--- config.mk ---
export PLATFORM = sky130hd
export DESIGN_NAME = ctl_ep_rx
export DESIGN_NICKNAME = d
export VERILOG_FILES = /design/src/rtl/ctl_ep_rx_pkg.sv /design/src/rtl/ctl_ep_rx_policy.sv /design/src/rtl/ctl_ep_rx_bytes.sv /design/src/rtl/ctl_ep_rx_buf.sv /design/src/rtl/ctl_ep_rx_stat.sv /design/src/rtl/ctl_ep_rx.sv
export SDC_FILE = /design/constraint.sdc
export NUM_CORES = 1
export LEC_CHECK = 0
export BUFFER_PORTS_ARGS = -buffer_cell sky130_fd_sc_hd__buf_4
export CAP_MARGIN = 20
export CORE_ASPECT_RATIO = 0.5
export CORE_MARGIN = 1.5
export CORE_UTILIZATION = 40
export DETAILED_ROUTE_END_ITERATION = 12
export HOLD_SLACK_MARGIN = 0.05
export PLACE_DENSITY = 0.68
export REMOVE_ABC_BUFFERS = 1
export SYNTH_ARGS = -nofsm -noshare
export SYNTH_HDL_FRONTEND = slang
export SYNTH_SLANG_ARGS = --single-unit
--- constraint.sdc ---
create_clock -name clk_i -period 1.65 [get_ports clk_i]
set_clock_uncertainty 0.05 [all_clocks]
set_input_delay 0.165 -clock clk_i [delete_from_list [all_inputs] [get_ports clk_i]]
set_output_delay 0.165 -clock clk_i [all_outputs]
set_load 0.01 [all_outputs]
--- src/rtl/ctl_ep_rx_pkg.sv ---
package ctl_ep_rx_pkg;
  typedef enum logic [1:0] {
    TOK_OUT   = 2'd0,
    TOK_IN    = 2'd1,
    TOK_SETUP = 2'd2
  } tok_e;

  typedef enum logic [1:0] {
    HS_NONE  = 2'd0,
    HS_ACK   = 2'd1,
    HS_NAK   = 2'd2,
    HS_STALL = 2'd3
  } hs_e;

  typedef struct packed {
    logic stall;
    logic en_outs;
    logic stat_outs;
  } ctrl_t;
endpackage

--- src/rtl/ctl_ep_rx_policy.sv ---
module ctl_ep_rx_policy
  import ctl_ep_rx_pkg::*;
(
  input  logic  setup_i,
  input  logic  out_i,
  input  ctrl_t ctrl_i,
  input  logic  err_i,
  input  logic  zero_len_i,
  output logic  upd_o,
  output logic  store_o,
  output hs_e   hs_o
);
  logic any_out;
  assign any_out = ctrl_i.en_outs | ctrl_i.stat_outs;

  assign upd_o   = setup_i | (out_i & ~ctrl_i.stall & any_out);
  assign store_o = setup_i | (out_i & ctrl_i.en_outs & ~ctrl_i.stall & ~ctrl_i.stat_outs);

  always_comb begin
    hs_o = HS_ACK;
    if (!(setup_i || out_i))                  hs_o = HS_NONE;
    else if (err_i)                           hs_o = HS_NONE;
    else if (setup_i)                         hs_o = HS_ACK;
    else if (ctrl_i.stall)                    hs_o = HS_STALL;
    else if (!any_out)                        hs_o = HS_NAK;
    else if (ctrl_i.stat_outs && !zero_len_i) hs_o = HS_STALL; // bad status stage
    else                                      hs_o = HS_ACK;
  end
endmodule

--- src/rtl/ctl_ep_rx_bytes.sv ---
module ctl_ep_rx_bytes #(
  parameter int DEPTH = 8,
  parameter int CNT_W = 4,
  localparam int AW = $clog2(DEPTH)
) (
  input  logic             clk_i,
  input  logic             rst_ni,
  input  logic             start_i,
  input  logic             byte_valid_i,
  input  logic             store_i,
  output logic [CNT_W-1:0] cnt_o,
  output logic             wr_en_o,
  output logic [AW-1:0]    wr_addr_o
);
  localparam logic [CNT_W-1:0] CNT_MAX = '1;
  localparam logic [CNT_W-1:0] DEPTH_C = CNT_W'(DEPTH);

  logic [CNT_W-1:0] cnt_q;

  always_ff @(posedge clk_i or negedge rst_ni) begin
    if (!rst_ni)                                  cnt_q <= '0;
    else if (start_i)                             cnt_q <= '0;
    else if (byte_valid_i && (cnt_q != CNT_MAX))  cnt_q <= cnt_q + 1'b1;
  end

  assign cnt_o     = cnt_q;
  assign wr_en_o   = byte_valid_i & store_i & (cnt_q < DEPTH_C);
  assign wr_addr_o = cnt_q[AW-1:0];
endmodule

--- src/rtl/ctl_ep_rx_buf.sv ---
module ctl_ep_rx_buf #(
  parameter int DEPTH = 8,
  parameter int DW    = 8,
  localparam int AW = $clog2(DEPTH)
) (
  input  logic          clk_i,
  input  logic          rst_ni,
  input  logic          a_we_i,
  input  logic [AW-1:0] a_addr_i,
  input  logic [DW-1:0] a_data_i,
  input  logic          b_we_i,
  input  logic [AW-1:0] b_addr_i,
  input  logic [DW-1:0] b_data_i,
  input  logic [AW-1:0] raddr_i,
  output logic [DW-1:0] rdata_o
);
  logic [DW-1:0] mem_q [DEPTH];

  for (genvar g = 0; g < DEPTH; g++) begin : g_ent
    always_ff @(posedge clk_i or negedge rst_ni) begin
      if (!rst_ni)                               mem_q[g] <= '0;
      else if (a_we_i && a_addr_i == AW'(g))     mem_q[g] <= a_data_i; // engine has priority
      else if (b_we_i && b_addr_i == AW'(g))     mem_q[g] <= b_data_i;
    end
  end

  assign rdata_o = mem_q[raddr_i];
endmodule

--- src/rtl/ctl_ep_rx_stat.sv ---
module ctl_ep_rx_stat
  import ctl_ep_rx_pkg::*;
#(
  parameter int CNT_W = 4,
  localparam int SW = CNT_W + 4
) (
  input  logic             clk_i,
  input  logic             rst_ni,
  input  logic             tok_valid_i,
  input  tok_e             tok_type_i,
  input  logic             cpu_we_i,
  input  logic             hold_setup_i,
  input  logic             rx_upd_i,
  input  logic             toggle_i,
  input  logic [CNT_W-1:0] cnt_i,
  output logic [SW-1:0]    stat_o
);
  logic [SW-1:0] q, nxt;

  always_comb begin
    nxt = q;
    if (cpu_we_i) begin
      nxt    = '0;
      nxt[3] = q[3];
      nxt[0] = q[0] & hold_setup_i;
    end
    if (tok_valid_i) begin
      if (tok_type_i == TOK_SETUP) nxt[0] = 1'b1;
      nxt[1] = (tok_type_i == TOK_OUT);
      nxt[2] = (tok_type_i == TOK_IN);
    end
    if (rx_upd_i) begin
      nxt[3]    = toggle_i;
      nxt[SW-1:4] = cnt_i;
    end
  end

  always_ff @(posedge clk_i or negedge rst_ni) begin
    if (!rst_ni) q <= '0;
    else         q <= nxt;
  end

  assign stat_o = q;
endmodule

--- src/rtl/ctl_ep_rx.sv ---
module ctl_ep_rx
  import ctl_ep_rx_pkg::*;
#(
  parameter int DEPTH     = 8,
  parameter int DW        = 8,
  parameter int CRC_BYTES = 2,
  parameter int CNT_W     = 4,
  localparam int AW = $clog2(DEPTH),
  localparam int SW = CNT_W + 4
) (
  input  logic          clk_i,
  input  logic          rst_ni,
  input  logic          tok_valid_i,
  input  logic [1:0]    tok_type_i,
  input  logic          pkt_start_i,
  input  logic          byte_valid_i,
  input  logic [DW-1:0] rx_byte_i,
  input  logic          pkt_end_i,
  input  logic          pkt_err_i,
  input  logic          pkt_toggle_i,
  input  logic          stall_i,
  input  logic          en_outs_i,
  input  logic          stat_outs_i,
  input  logic          stat_we_i,
  input  logic          buf_we_i,
  input  logic [AW-1:0] buf_waddr_i,
  input  logic [DW-1:0] buf_wdata_i,
  input  logic [AW-1:0] buf_raddr_i,
  output logic [DW-1:0] buf_rdata_o,
  output logic [SW-1:0] stat_o,
  output logic          rx_invalid_o,
  output logic          irq_o,
  output logic          hs_valid_o,
  output logic [1:0]    hs_o
);
  localparam logic [CNT_W-1:0] MAX_CNT = CNT_W'(DEPTH + CRC_BYTES);
  localparam logic [CNT_W-1:0] CRC_C   = CNT_W'(CRC_BYTES);

  tok_e             tok_w;
  tok_e             last_tok_q;
  ctrl_t            ctrl_q;
  logic             kind_setup_q, kind_out_q, start_d_q, lock_q;
  logic             upd_w, store_w, err_w, zero_len_w;
  hs_e              hs_w, hs_q;
  logic [CNT_W-1:0] cnt_w;
  logic             sie_we, cpu_we;
  logic [AW-1:0]    sie_waddr;
  logic             inv_q, irq_q, hs_valid_q;

  assign tok_w = tok_e'(tok_type_i);

  // context of the packet, fixed at its start
  always_ff @(posedge clk_i or negedge rst_ni) begin
    if (!rst_ni) begin
      last_tok_q   <= TOK_IN;
      kind_setup_q <= 1'b0;
      kind_out_q   <= 1'b0;
      ctrl_q       <= '0;
      start_d_q    <= 1'b0;
      lock_q       <= 1'b0;
    end else begin
      start_d_q <= pkt_start_i;
      if (tok_valid_i) last_tok_q <= tok_w;
      if (pkt_start_i) begin
        kind_setup_q <= (last_tok_q == TOK_SETUP);
        kind_out_q   <= (last_tok_q == TOK_OUT);
        ctrl_q       <= '{stall: stall_i, en_outs: en_outs_i, stat_outs: stat_outs_i};
      end
      if (tok_valid_i)    lock_q <= (tok_w == TOK_SETUP);
      else if (pkt_end_i) lock_q <= 1'b0;
    end
  end

  assign err_w      = pkt_err_i | (cnt_w > MAX_CNT);
  assign zero_len_w = (cnt_w == CRC_C);

  ctl_ep_rx_policy u_pol (
    .setup_i   (kind_setup_q),
    .out_i     (kind_out_q),
    .ctrl_i    (ctrl_q),
    .err_i     (err_w),
    .zero_len_i(zero_len_w),
    .upd_o     (upd_w),
    .store_o   (store_w),
    .hs_o      (hs_w)
  );

  ctl_ep_rx_bytes #(.DEPTH(DEPTH), .CNT_W(CNT_W)) u_byt (
    .clk_i       (clk_i),
    .rst_ni      (rst_ni),
    .start_i     (pkt_start_i),
    .byte_valid_i(byte_valid_i),
    .store_i     (store_w),
    .cnt_o       (cnt_w),
    .wr_en_o     (sie_we),
    .wr_addr_o   (sie_waddr)
  );

  assign cpu_we = buf_we_i & ~stat_o[0];

  ctl_ep_rx_buf #(.DEPTH(DEPTH), .DW(DW)) u_buf (
    .clk_i   (clk_i),
    .rst_ni  (rst_ni),
    .a_we_i  (sie_we),
    .a_addr_i(sie_waddr),
    .a_data_i(rx_byte_i),
    .b_we_i  (cpu_we),
    .b_addr_i(buf_waddr_i),
    .b_data_i(buf_wdata_i),
    .raddr_i (buf_raddr_i),
    .rdata_o (buf_rdata_o)
  );

  ctl_ep_rx_stat #(.CNT_W(CNT_W)) u_st (
    .clk_i       (clk_i),
    .rst_ni      (rst_ni),
    .tok_valid_i (tok_valid_i),
    .tok_type_i  (tok_w),
    .cpu_we_i    (stat_we_i),
    .hold_setup_i(lock_q),
    .rx_upd_i    (pkt_end_i & upd_w),
    .toggle_i    (pkt_toggle_i),
    .cnt_i       (cnt_w),
    .stat_o      (stat_o)
  );

  always_ff @(posedge clk_i or negedge rst_ni) begin
    if (!rst_ni) begin
      inv_q      <= 1'b0;
      irq_q      <= 1'b0;
      hs_valid_q <= 1'b0;
      hs_q       <= HS_NONE;
    end else begin
      if (pkt_end_i && (kind_setup_q || kind_out_q) && err_w) inv_q <= 1'b1;
      else if (start_d_q && upd_w)                            inv_q <= 1'b0;
      irq_q      <= pkt_end_i & upd_w & ~err_w;
      hs_valid_q <= pkt_end_i & (kind_setup_q | kind_out_q);
      if (pkt_end_i) hs_q <= hs_w;
    end
  end

  assign rx_invalid_o = inv_q;
  assign irq_o        = irq_q;
  assign hs_valid_o   = hs_valid_q;
  assign hs_o         = hs_q;
endmodule

==> impl_summary.md, run 1 <==
Synth
The async set-reset flop share out of synthesis is 1.00. The synthesized netlist occupies a cell area of 0.00501 mm2. In this run, synthesis inferred 0 flip-flops with an integrated enable. The synthesized netlist contains 42 unique library cells. For this run, the leading register cell type out of synthesis is sky130_fd_sc_hd__dfrtp_1. In this run the mean area of a mapped cell was 13.1 um2. Synthesis handed over a netlist of 381 instances. During synthesis, Yosys emitted a total of 0 warnings.

The sequential-to-total area share from yosys stat is 0.450. The synthesized design contains 90 register bits.

Drt
The routed design has 13.9 mm of wire. The number of DRC markers in iteration 0 is 198. The number of DRC violations after detailed routing is 0. The number of nets still failing antenna checks after routing is 0. The number of iterations in the first detailed-routing pass is 4. Across all layers, the routed design uses 3685 vias. The average wire per standard cell is 20.6 um. The ratio of routed vias to standard cells is 5.46.

Placed design
In this run the tool buffered the top-level ports with 57 buffer cells. The instance count after placement with tap cells included is 634. The HPWL after detailed placement is 8.45 mm. The final estimated routing congestion in global placement is 0.807.

Clocking
The clock edge transition at the registers on the reported setup and hold paths is 60 ps. The clock insertion delay at the later pin of the skew report is 340 ps. The deepest level of the CTS H-tree is 3.

The cell sitting at the root of the clock tree is a sky130_fd_sc_hd__clkbuf_16. Counting every sink on the clock net gives 90. In this run the deepest clock path goes through 2 buffers.

TritonCTS created 9 clock buffers. The clock tree from TritonCTS is yes.

Timing
The number of slew-limit violations in the final report is 0. Derived from the worst setup path, the maximum achievable clock frequency is 535 MHz. The smallest hold slack is 89.7 ps.

Setup repair after global routing could not meet its margin everywhere. Setup violations remaining at the end of the flow were counted as 48. Headroom to the max-slew limit came out at 0.742.

The final number of hold-violating endpoints was 0. The final worst slack is -218 ps. In the finished design, the share of the clock period the worst path needs comes to 1.13. Subtracting the final worst setup slack from the clock period gives 1870 ps.

At the pin with the least slew margin, the transition time is 388 ps.

Die
The boundary pin count is 58. The floorplan has 28 rows. The initial core utilization is 0.417. The die covers 0.0132 mm2. The core area is 0.0120 mm2. Measured along the y axis, the die boundary spans 82.1 um.

The horizontal die dimension is 161 um.

GRT
The number of global-route vias before repair is 3691. In the global route stage, overall resource usage came out at 0.205. Entering global routing, the biggest net connects 45 pins. For this run the aggregate overflow at the end of global routing stands at 0.

The initial antenna violation count came to 0. The global-route wire length before repair is 20.4 mm.

Min path
The hold path depth is 3. The worst min-delay path class is in -> reg.

Pwr
IR analysis of the VDD net gives a maximum drop of 0.628 mV. Power spread over the standard cell area amounts to 1100 mW/mm2. Summed over all cells, the static leakage comes to 3.37 nW.

Status
The run finished, with violations left. The checks that failed: setup timing.

Layout
The post-synthesis to final-layout area growth is 40.5%. The count of inserted antenna diode cells is 0. The final layout contains 548 nets. The top cell types in the final layout, fill and taps aside, are sky130_fd_sc_hd__dfrtp_1, sky130_fd_sc_hd__buf_4, sky130_fd_sc_hd__mux2_4. The library cell used most frequently in the layout, excluding fill and tap cells, is sky130_fd_sc_hd__dfrtp_1. Of the cells placed in the final design, the portion with a size suffix greater than 1 is 0.575.

The final cell count without fillers is 675.

Critical path
Counting cells, the worst reg-to-reg path comes to 5. The arrival time reported for the critical path endpoint is 1650 ps. The worst setup path is of the reg -> out kind.

The type of destination of the critical path is a primary output. At the worst endpoint, the required time is 1430 ps. Along the worst path, the maximum fanout reaches 2. The critical path launch point type is a flip-flop.

Run
The tool flagged a number of max-cap violations equal to 0.
metrics by stage:
step	setup TNS, ps	instance area, um2	power, mW	setup WS (ps)	utilization
6_report	-6230	7040	7.72	-218	0.585
5_1_grt	-9210	7040	8.07	-243	0.585
4_1_cts	-5110	6650	7.48	-194	0.553
3_5_place_dp	-3870	5980	5.10	-200	0.498
3_3_place_gp	-3000	5980	5.01	-133	0.498
2_1_floorplan	-5110	4910	4.33	-206	-
worst max-delay path: stages, from the launching register on:
cell,delay [ps]
sky130_fd_sc_hd__dfrtp_1,390
sky130_fd_sc_hd__mux4_2,510
sky130_fd_sc_hd__mux2_4,290
sky130_fd_sc_hd__buf_6,120
Yosys cell counts, types with 6 or more instances:
cell	count	area share
sky130_fd_sc_hd__o21ai_0	7	0.0070
sky130_fd_sc_hd__inv_1	9	0.0067
sky130_fd_sc_hd__nor2b_1	6	0.0075
sky130_fd_sc_hd__mux2i_1	27	0.054
sky130_fd_sc_hd__ha_1	6	0.015
sky130_fd_sc_hd__dfrtp_1	89	0.44
sky130_fd_sc_hd__mux2_1	12	0.027
sky130_fd_sc_hd__nor2_1	33	0.025
sky130_fd_sc_hd__a21oi_1	27	0.027
sky130_fd_sc_hd__nand2_1	12	0.0090
sky130_fd_sc_hd__mux2_2	75	0.17
sky130_fd_sc_hd__mux2_4	8	0.024
sky130_fd_sc_hd__mux4_2	16	0.072
timing repair:
action | CTS | global route
pin swaps | 6 | 11
hold buffers | 11 | 0
resized for setup | 74 | 62
gates cloned | 0 | 3
setup endpoints to repair | 57 | 71
buffers inserted | 2 | 12
hold endpoints to repair | 42 | 0
flip-flops by register name, indices dropped and copies added (netlist names), 2 cells and up:
| register | count |
|---|---|
| u_buf.mem_q | 64 |
| u_st.stat_o | 8 |
| u_byt.cnt_o | 4 |
| ctrl_q | 3 |
| hs_o | 2 |
| last_tok_q | 2 |
kinds of logic (layout without fill, tap and decap cells):
| family | count (synthesis) | count (layout) | share of synthesized area |
|---|---|---|---|
| XOR/XNOR | 1 | 1 | 0.00175 |
| adder cells (fa/ha/maj) | 6 | 6 | 0.0150 |
| buffers and inverters | 24 | 153 | 0.0255 |
| AND/OR/NAND/NOR | 76 | 76 | 0.103 |
| AO/OA/AOI/OAI | 46 | 46 | 0.0592 |
| multiplexers | 138 | 138 | 0.346 |
| flip-flops | 90 | 90 | 0.450 |
report_power, final:
part,internal (mW),switching [mW],leakage (nW),total [mW]
logic,1.69,0.904,2.15,2.59
registers,2.78,0.332,1.09,3.11
clock network,1.18,0.843,0.131,2.02
total,5.65,2.08,3.37,7.72
area by class of cell:
type | count | area, um2
clock buffer | 14 | 244
clock inverter | 2 | 37.5
timing repair buffer | 128 | 1230
sequential | 90 | 2250
inverter | 9 | 33.8
tap | 165 | 206
fill | 952 | 4980
multi-input combinational | 267 | 3030
metal layers:
layer,wire length [um],GRT usage
met1,6030,0.257
met2,6930,0.363
met3,668,0.0440
met4,272,0.0667
met5,0,0
worst paths after layout:
| check | start | end | slack [ps] |
|---|---|---|---|
| max | u_buf.mem_q[37] | buf_rdata_o[5] | -220 |
| min | rx_byte_i[0] | u_buf.mem_q[40] | 90 |
| max reg2reg | u_st.stat_o[0] | u_buf.mem_q[36] | -180 |
| min reg2reg | lock_q | lock_q | 430 |
| max in group asynchronous | rst_ni | u_buf.mem_q[52] | 700 |
| min in group asynchronous | rst_ni | u_st.stat_o[1] | 240 |
Power figures use the tool's default switching activity.
==> run 2, diff against run 1 <==
- ABC_AREA: unset -> 1
==> run 2 against run 1 <==
  * The run still ends with setup timing left
  * Worst hold slack lost 14 ps
  * Cell area shrank 2.5%
  * Final cell count grew 46%
  * Combinational power shrank 36%
  * Critical path type unchanged
  * Highest routed layer unchanged
==> impl_summary.md, run 2 <==
Drt
The ratio of routed vias to standard cells is 5.86 (+7.3%). The average wire per standard cell is 18.9 um (-8.4%). The via count of the routed design is 5782 (+57%). The number of nets still failing antenna checks after routing is 0 (unchanged). The number of iterations in the first detailed-routing pass was 7 (+3). The routed wire length is 18.6 mm (+34%). The number of DRC markers in iteration 0 is 784 (+300%).

The number of DRC violations after detailed routing is 0 (unchanged).

Status
The run finished, with violations left. The final reports fail on setup timing.

Critical path
The worst-case reg-to-reg path depth is 6 (+1). The required time of the critical path is 1430 ps (about the same). The register-to-register setup slack came to 40 ps (+220 ps).

The critical-path maximum fanout was 2 (unchanged). STA classifies the critical path endpoint as a primary output. The arrival time reported for the critical path endpoint is 1450 ps (-200 ps).

The endpoint of the worst-slack reg-to-reg timing path is u_buf.mem_q[33]. The worst path buffer plus inverter count is 1 (unchanged). The critical path class is reg -> out. The largest individual stage delay along the critical path comes from the cell sky130_fd_sc_hd__dfrtp_1. Walking the worst path, the cells encountered are nor2_1, nor2_1, o21ai_1, o21ai_1, nand2_1, nand2_2, buf_6. The launching point of the worst reg2reg path is ctrl_q[0]. The kind of cell adding the most delay to the critical path is flip-flops. The delay of the slowest critical-path stage is 400 ps (-110 ps). The worst setup path is launched from a flip-flop.

Pwr
The power density normalized to cell area is 981 mW/mm2 (-11%). The leakage power total is 3.18 nW (-5.6%). The peak ir drop on the vdd network is 0.442 mV (-30%).

Synth
The count of flip-flops with a built-in enable after synthesis is 0 (unchanged). By area the synthesized netlist is led by sky130_fd_sc_hd__dfrtp_1, sky130_fd_sc_hd__nand3_1, sky130_fd_sc_hd__nor2_1, sky130_fd_sc_hd__nand2_1, sky130_fd_sc_hd__nand4_1. The most repeated cell in the gate-level netlist after synthesis is sky130_fd_sc_hd__nand3_1.

The post-synthesis compound-gate area fraction is 0.0749 (+0.0157). The number of synthesis warnings is 0 (unchanged). In the synthesized netlist the dominant register cell turns out to be sky130_fd_sc_hd__dfrtp_1.

The share of synthesized area spent on multiplexers is 0 (-0.346). By area, the combinational part of the netlist is dominated by simple AND/OR/NAND/NOR gates. The adder-cell share of the synthesized area is 0.0137 (-0.00134).

The mean cell area of the mapped netlist is 7.56 um2 (-42%). The XOR/XNOR share of the synthesized area is 0 (-0.00175). The number of library cell types mapped by synthesis is 32 (-24%). The async set-reset flop share out of synthesis is 1.00 (unchanged).

The netlist area before placement is 0.00550 mm2 (+9.8%). The largest total area in the synthesized netlist belongs to sky130_fd_sc_hd__dfrtp_1. The total of flip-flops plus latches after synthesis is 90 (unchanged). The simple logic cell fraction of the synthesized area is 0.411 (+0.308).

The synthesized instance count came to 727 (+91%). By count the netlist is led by sky130_fd_sc_hd__nand3_1, sky130_fd_sc_hd__nor2_1, sky130_fd_sc_hd__nand2_1, sky130_fd_sc_hd__dfrtp_1, sky130_fd_sc_hd__o21ai_0. The share of the synthesized area in the top cell type is 0.405 (-0.0397).

The sequential-to-total area share from yosys stat came to 0.410 (-0.0402).

Clocking
The root buffer cell chosen for the clock tree is sky130_fd_sc_hd__clkbuf_16. The sink count of the clock tree came to 90 (unchanged). The deepest level of the CTS H-tree was 3 (unchanged). The number of clock buffers inserted by TritonCTS was 9 (unchanged). TritonCTS built the clock tree.

The clock edge transition at the registers on the reported setup and hold paths was 60 ps (about the same). The buffer depth of the longest clock path came to 2 (unchanged). The clock insertion delay at the later pin of the skew report is 340 ps (about the same).

Min path
The worst hold path endpoint is irq_o. The startpoint of the lowest-slack hold path is pkt_err_i. The hold path depth was 4 (+1). The path class of the tightest hold or removal check is in -> reg.

Timing
Setup repair after global routing could not meet its margin everywhere. The count of endpoints failing setup in the final report was 3 (-94%). The transition at the pin with the smallest max-transition slack came to 545 ps (+157 ps). The relative max-transition margin is 0.637 (-0.105).

The number of slew-limit violations in the final report came to 0 (unchanged). The timing-limited maximum frequency was 599 MHz (+12%). The smallest hold slack is 75.3 ps (-14.4 ps). The post-route clock period utilization came to 1.01 (-0.121).

The final number of hold-violating endpoints came to 0 (unchanged). The final worst slack is -18.9 ps (+199 ps). The minimum clock period came to 1670 ps (-199 ps). The post-route setup TNS is -45.3 ps (+6180 ps).

Run
The count of max-cap constraint violations is 0 (unchanged).

Layout
The final core area utilization came to 0.509 (-0.0762). The count of nets after finishing came to 849 (+55%). Leaving out fill and tap cells, the most frequent cells in the layout are sky130_fd_sc_hd__nand3_1, sky130_fd_sc_hd__nor2_1, sky130_fd_sc_hd__nand2_1. The count of inserted antenna diode cells is 0 (unchanged). The library cell used most frequently in the layout, excluding fill and tap cells, is sky130_fd_sc_hd__nand3_1. The final cell count without fillers is 987 (+46%). The register containing the most flip-flops in the final layout is u_buf.mem_q.

The filler cell count in the final layout is 1247 (+31%). The post-synthesis to final-layout area growth is 24.9%. The ratio of cells with drive above 1 in the final layout is 0.216 (-0.359).

The number of flip-flops in the largest register is 64 (unchanged).

GRT
The overall routing resource usage is 0.244 (+0.0387). The maximum number of pins on one net before global-route repair is 60 (+33%). The initial antenna violation count is 0 (unchanged). The highest-utilization routing layer at the global route stage is met1. The total grt overflow is 0 (unchanged). The number of global-route vias before repair was 4877 (+32%). The met3 routing resource usage after global routing is 0.0586 (+0.0147).

The global routing usage on met1 is 0.366 (+0.109). The global-route wire length before repair was 27.0 mm (+32%). The met2 usage in global routing is 0.337 (-0.0263).

Placed design
The number of port buffers is 57 (unchanged). The final estimated routing congestion in global placement is 0.898 (+11%). The instance count after placement with tap cells included was 941 (+48%). The post-placement worst setup slack came to 35.5 ps (+235 ps). The detailed placement HPWL came to 11.4 mm (+35%).

Die
The core area is 0.0135 mm2 (+12%). The horizontal die dimension came to 169 um (+4.7%). The row count is 30 (+7.1%). The initial core utilization is 0.408 (-0.00870).

The area of the die is 0.0145 mm2 (+9.5%). The height of the chip is 85.9 um (+4.6%). The boundary pin count came to 58 (unchanged).
run 2: changes by cell type after synthesis, moves of 27 or more:
cell                      delta
sky130_fd_sc_hd__nor2_1     +93
sky130_fd_sc_hd__nand3_1   +139
sky130_fd_sc_hd__mux2i_1    -27
sky130_fd_sc_hd__nand2_1   +103
sky130_fd_sc_hd__mux2_2     -75
sky130_fd_sc_hd__nand4_1    +56
sky130_fd_sc_hd__o21ai_0    +55
run 2: through the flow:
| stage | instance area, um2 | power (mW) |
|---|---|---|
| 6_report | 6860 | 6.73 |
| 5_1_grt | 6860 | 7.04 |
| 4_1_cts | 6490 | 6.49 |
| 3_5_place_dp | 6080 | 4.33 |
| 3_3_place_gp | 6080 | 4.29 |
| 2_1_floorplan | 5150 | 3.66 |
run 2: final cells by class:
cell class | instances | area (um2) | area share
Tap cell | 176 | 220 | 0.0321
Multi-Input combinational cell | 549 | 2900 | 0.422
Clock buffer | 11 | 243 | 0.0354
Inverter | 40 | 159 | 0.0232
Timing Repair Buffer | 116 | 1030 | 0.150
Sequential cell | 90 | 2250 | 0.329
Clock inverter | 5 | 63.8 | 0.00930
run 2: cell families (layout without fill, tap and decap cells):
kind of cell,count (synthesis),in the layout
adder cells (fa/ha/maj),6,6
AO/OA/AOI/OAI,77,77
AND/OR/NAND/NOR,461,466
flip-flops,90,90
buffers and inverters,93,172
run 2: tightest hold or removal path: cells and delay by family:
kind / cells / cell delay [ps]
and+or+nand+nor: 2 / 160
AOI/OAI and AO/OA: 1 / 30
buffers and inverters: 1 / 80
run 2: power breakdown:
group	total, mW	switching, mW	internal (mW)
Combinational	1.66	0.934	0.723
Clock	2.14	0.916	1.23
Sequential	2.94	0.290	2.65
Total	6.73	2.14	4.60
run 2: worst max-delay path by stage:
| stage | to | startpoint | depth (start not counted) |
|---|---|---|---|
| finish | buf_rdata_o[0] | u_buf.mem_q[24] | 7 |
| global route | u_buf.mem_q[0] | ctrl_q[0] | 6 |
| CTS | buf_rdata_o[1] | u_buf.mem_q[57] | 7 |
| detailed placement | u_buf.mem_q[54] | u_byt.cnt_o[1] | 7 |
| global placement | u_buf.mem_q[53] | u_byt.cnt_o[1] | 7 |
| floorplan | u_buf.mem_q[45] | ctrl_q[0] | 6 |
run 2: what timing repair did:
action                                  4_1_cts  5_1_grt
hold buffers                                 10        0
pin swaps                                     0       28
endpoints found under the setup margin        6       72
gates cloned                                  0        7
endpoints found under the hold margin        43        0
gates resized for setup                      12       51
buffers inserted                              0       13
run 2: metal layers:
layer	wire length (um)	vias to the layer above
met2	7720	397
met5	0	-
li1	-	2651
met4	505	0
met1	7930	2687
met3	2470	47
==> run 3, diff against run 2 <==
- BUFFER_PORTS_ARGS: -buffer_cell sky130_fd_sc_hd__buf_4 -> unset
- DONT_BUFFER_PORTS: unset -> 1
- PLACE_DENSITY: 0.68 -> unset
==> run 3 against run 2 <==
  * The run ends with hold timing left
  * First-iteration DRC count fell by 23%
  * Fmax rose by 3.4%
  * Critical path depth fell by 1
  * Cell area fell by 5.3%
  * Routed wire length rose by 4.8%
  * Combinational power fell by 22%
  * Clock power rose by 2%
  * Core utilization fell by 2.7 points
  * Die area did not move
  * Sequential share of layout area rose by 1.9 points
  * Largest cell class unchanged
==> impl_summary.md, run 3 (synthesized netlist as in run 2, its figures left out) <==
Status
The run finished, with violations left. The checks that failed: hold timing.

Drt
The ratio of routed vias to standard cells is 5.90 (+0.64%). The average wire per standard cell is 21.0 um (+11%). The routed wire length is 19.5 mm (+4.8%). The number of nets still failing antenna checks after routing came to 0 (unchanged). The via count of the routed design is 5471 (-5.4%). The number of DRC violations after detailed routing came to 0 (unchanged). The number of iterations in the first detailed-routing pass is 5 (-2). The number of DRC markers in iteration 0 came to 601 (-23%).

Clocking
TritonCTS built the clock tree. The clock edge transition at the registers on the reported setup and hold paths is 70 ps (about the same). The number of clock buffers inserted by TritonCTS was 9 (unchanged). The sink count of the clock tree is 90 (unchanged). The buffer depth of the longest clock path was 2 (unchanged). The root buffer cell chosen for the clock tree is sky130_fd_sc_hd__clkbuf_16. The deepest level of the CTS H-tree is 3 (unchanged).

The clock insertion delay at the later pin of the skew report was 350 ps (about the same).

Critical path
On the critical path the largest part of the delay comes from simple AND/OR/NAND/NOR gates. The required time of the critical path is 1430 ps (about the same). The critical-path maximum fanout is 2 (unchanged). The worst path buffer plus inverter count is 0 (-1). The delay of the slowest critical-path stage is 380 ps (-20 ps). The largest individual stage delay along the critical path comes from the cell sky130_fd_sc_hd__dfrtp_1. The critical path launch point type is a flip-flop. The arrival time reported for the critical path endpoint is 1400 ps (-50 ps). The type of destination of the critical path is a primary output. The signal on the critical path passes through nor2_1, nor2_1, o21ai_1, o21ai_1, nand2_1, nand2_1. By startpoint and endpoint, the worst setup path is classified as reg -> out.

Die
The horizontal die dimension is 169 um (unchanged). The height of the chip is 85.9 um (unchanged). The boundary pin count is 58 (unchanged). The core area is 0.0135 mm2 (unchanged).

The initial core utilization is 0.408 (unchanged). The row count is 30 (unchanged). The area of the die was 0.0145 mm2 (unchanged).

Layout
The count of nets after finishing is 790 (-6.9%). Leaving out fill and tap cells, the most frequent cell in the layout is sky130_fd_sc_hd__nand3_1. The count of inserted antenna diode cells is 0 (unchanged). In the layout the commonest cells are sky130_fd_sc_hd__nand3_1, sky130_fd_sc_hd__nor2_1, sky130_fd_sc_hd__nand2_1. More flip-flops sit in one register than any other, and that register is u_buf.mem_q. The number of flip-flops in the largest register is 64 (unchanged). The post-layout instance area came to 0.00650 mm2 (-5.3%).

The post-synthesis to final-layout area growth is 18.2%. The ratio of cells with drive above 1 in the final layout came to 0.142 (-0.0735).

GRT
The total grt overflow is 0 (unchanged). The initial antenna violation count is 0 (unchanged). The overall routing resource usage came to 0.262 (+0.0180). The global-route wire length before repair is 28.6 mm (+5.9%). The maximum number of pins on one net before global-route repair is 91 (+52%).

The number of global-route vias before repair is 4954 (+1.6%).

Placed design
The detailed placement HPWL was 11.4 mm (about the same). The number of port buffers is 0 (-100%). The post-place instance area is 0.00559 mm2 (-8.0%). The final estimated routing congestion in global placement is 0.848 (-5.6%).

Timing
The smallest hold slack is -547 ps (-623 ps). Setup repair after global routing could not meet its margin everywhere. The post-route clock period utilization came to 0.978 (-0.0336).

The number of slew-limit violations in the final report is 0 (unchanged). The minimum clock period is 1610 ps (-55.4 ps). The timing-limited maximum frequency is 620 MHz (+3.4%). The count of endpoints failing setup in the final report was 0 (-3). The relative max-transition margin is 0.607 (-0.0292). The final number of hold-violating endpoints is 90 (+90). The post-route setup TNS is 0 ps (+45.3 ps). The transition at the pin with the smallest max-transition slack is 587 ps (+41.9 ps).

Pwr
The design internal power is 4.43 mW (-3.6%). The power dissipated by switching net loads is 1.99 mW (-6.9%). The peak ir drop on the vdd network is 0.479 mV (+8.2%).

The switching portion of total power is 0.310 (-0.00745). The sequential share of power is 0.458 (+0.022). The total power of the final layout came to 6.42 mW (-4.7%). The part of the power in combinational logic is 0.202 (-0.044).

The leakage power total is 2.92 nW (-8.4%). The power density normalized to cell area is 988 mW/mm2 (+0.73%). The relative contribution of the clock network to total power is 0.340 (+0.022).

Min path
The path class of the tightest hold or removal check is in -> async.

Run
The count of max-cap constraint violations is 0 (unchanged).
==> run 3: worst paths after layout <==
kind	start	to	slack, ps	cells past startpoint
max	u_buf.mem_q[61]	buf_rdata_o[5]	40	6
min	rst_ni	u_buf.mem_q[13]	-550	0
max reg2reg	u_byt.cnt_o[0]	u_buf.mem_q[56]	80	7
min reg2reg	u_buf.mem_q[18]	u_buf.mem_q[18]	450	2
max in group asynchronous	rst_ni	last_tok_q[0]	1840	0
min in group clk_i	byte_valid_i	u_buf.mem_q[60]	70	3
==> run 3: power groups by stage <==
stage | Combinational [mW] | Clock, mW | Sequential [mW]
global route | 1.45 | 2.29 | 2.99
global placement | 1.04 | 0 | 2.95
floorplan | 0.784 | 0 | 2.88
CTS | 1.15 | 2.21 | 2.92
finish | 1.30 | 2.18 | 2.94
detailed placement | 1.06 | 0 | 2.96
==> run 3: layout make-up <==
class / count / area [um2]
Clock buffer: 11 / 253
Clock inverter: 5 / 62.6
Fill cell: 1264 / 6980
Inverter: 40 / 159
Multi-Input combinational cell: 548 / 2910
Sequential cell: 90 / 2260
Tap cell: 176 / 220
Timing Repair Buffer: 58 / 633
==> run 3: per-layer routing <==
layer / global-route usage / vias to the layer above / part of all wire
met5: 0 / - / 0
li1: - / 2528 / -
met4: 0.0698 / 0 / 0.016
met3: 0.0817 / 29 / 0.12
met2: 0.374 / 317 / 0.42
met1: 0.381 / 2597 / 0.44
==> run 3: worst reg2reg max path: stages, from the launching register on <==
cell and delay (ps):
sky130_fd_sc_hd__dfrtp_2 450, sky130_fd_sc_hd__inv_2 120, sky130_fd_sc_hd__ha_1 190, sky130_fd_sc_hd__inv_1 70, sky130_fd_sc_hd__nor2_4 170, sky130_fd_sc_hd__nand4_4 200
sky130_fd_sc_hd__nand3_1 130, sky130_fd_sc_hd__nand3_1 70
==> run 3: metrics by stage <==
stage / cells / utilization / worst slack [ps]
2_1_floorplan: 674 / - / -440
3_3_place_gp: 876 / 0.415 / 65.6
3_5_place_dp: 876 / 0.415 / 24.3
4_1_cts: 912 / 0.453 / 0.600
5_1_grt: 928 / 0.482 / -9.23
6_report: 928 / 0.482 / 36.5
==> run 3: repair_timing <==
action / 4_1_cts / 5_1_grt
hold endpoints to repair: 175 / 91
resized for setup: 3 / 47
cloned: 0 / 7
pin swaps: 0 / 12
setup endpoints to repair: 3 / 73
hold buffers: 20 / 1
buffers inserted: 0 / 8
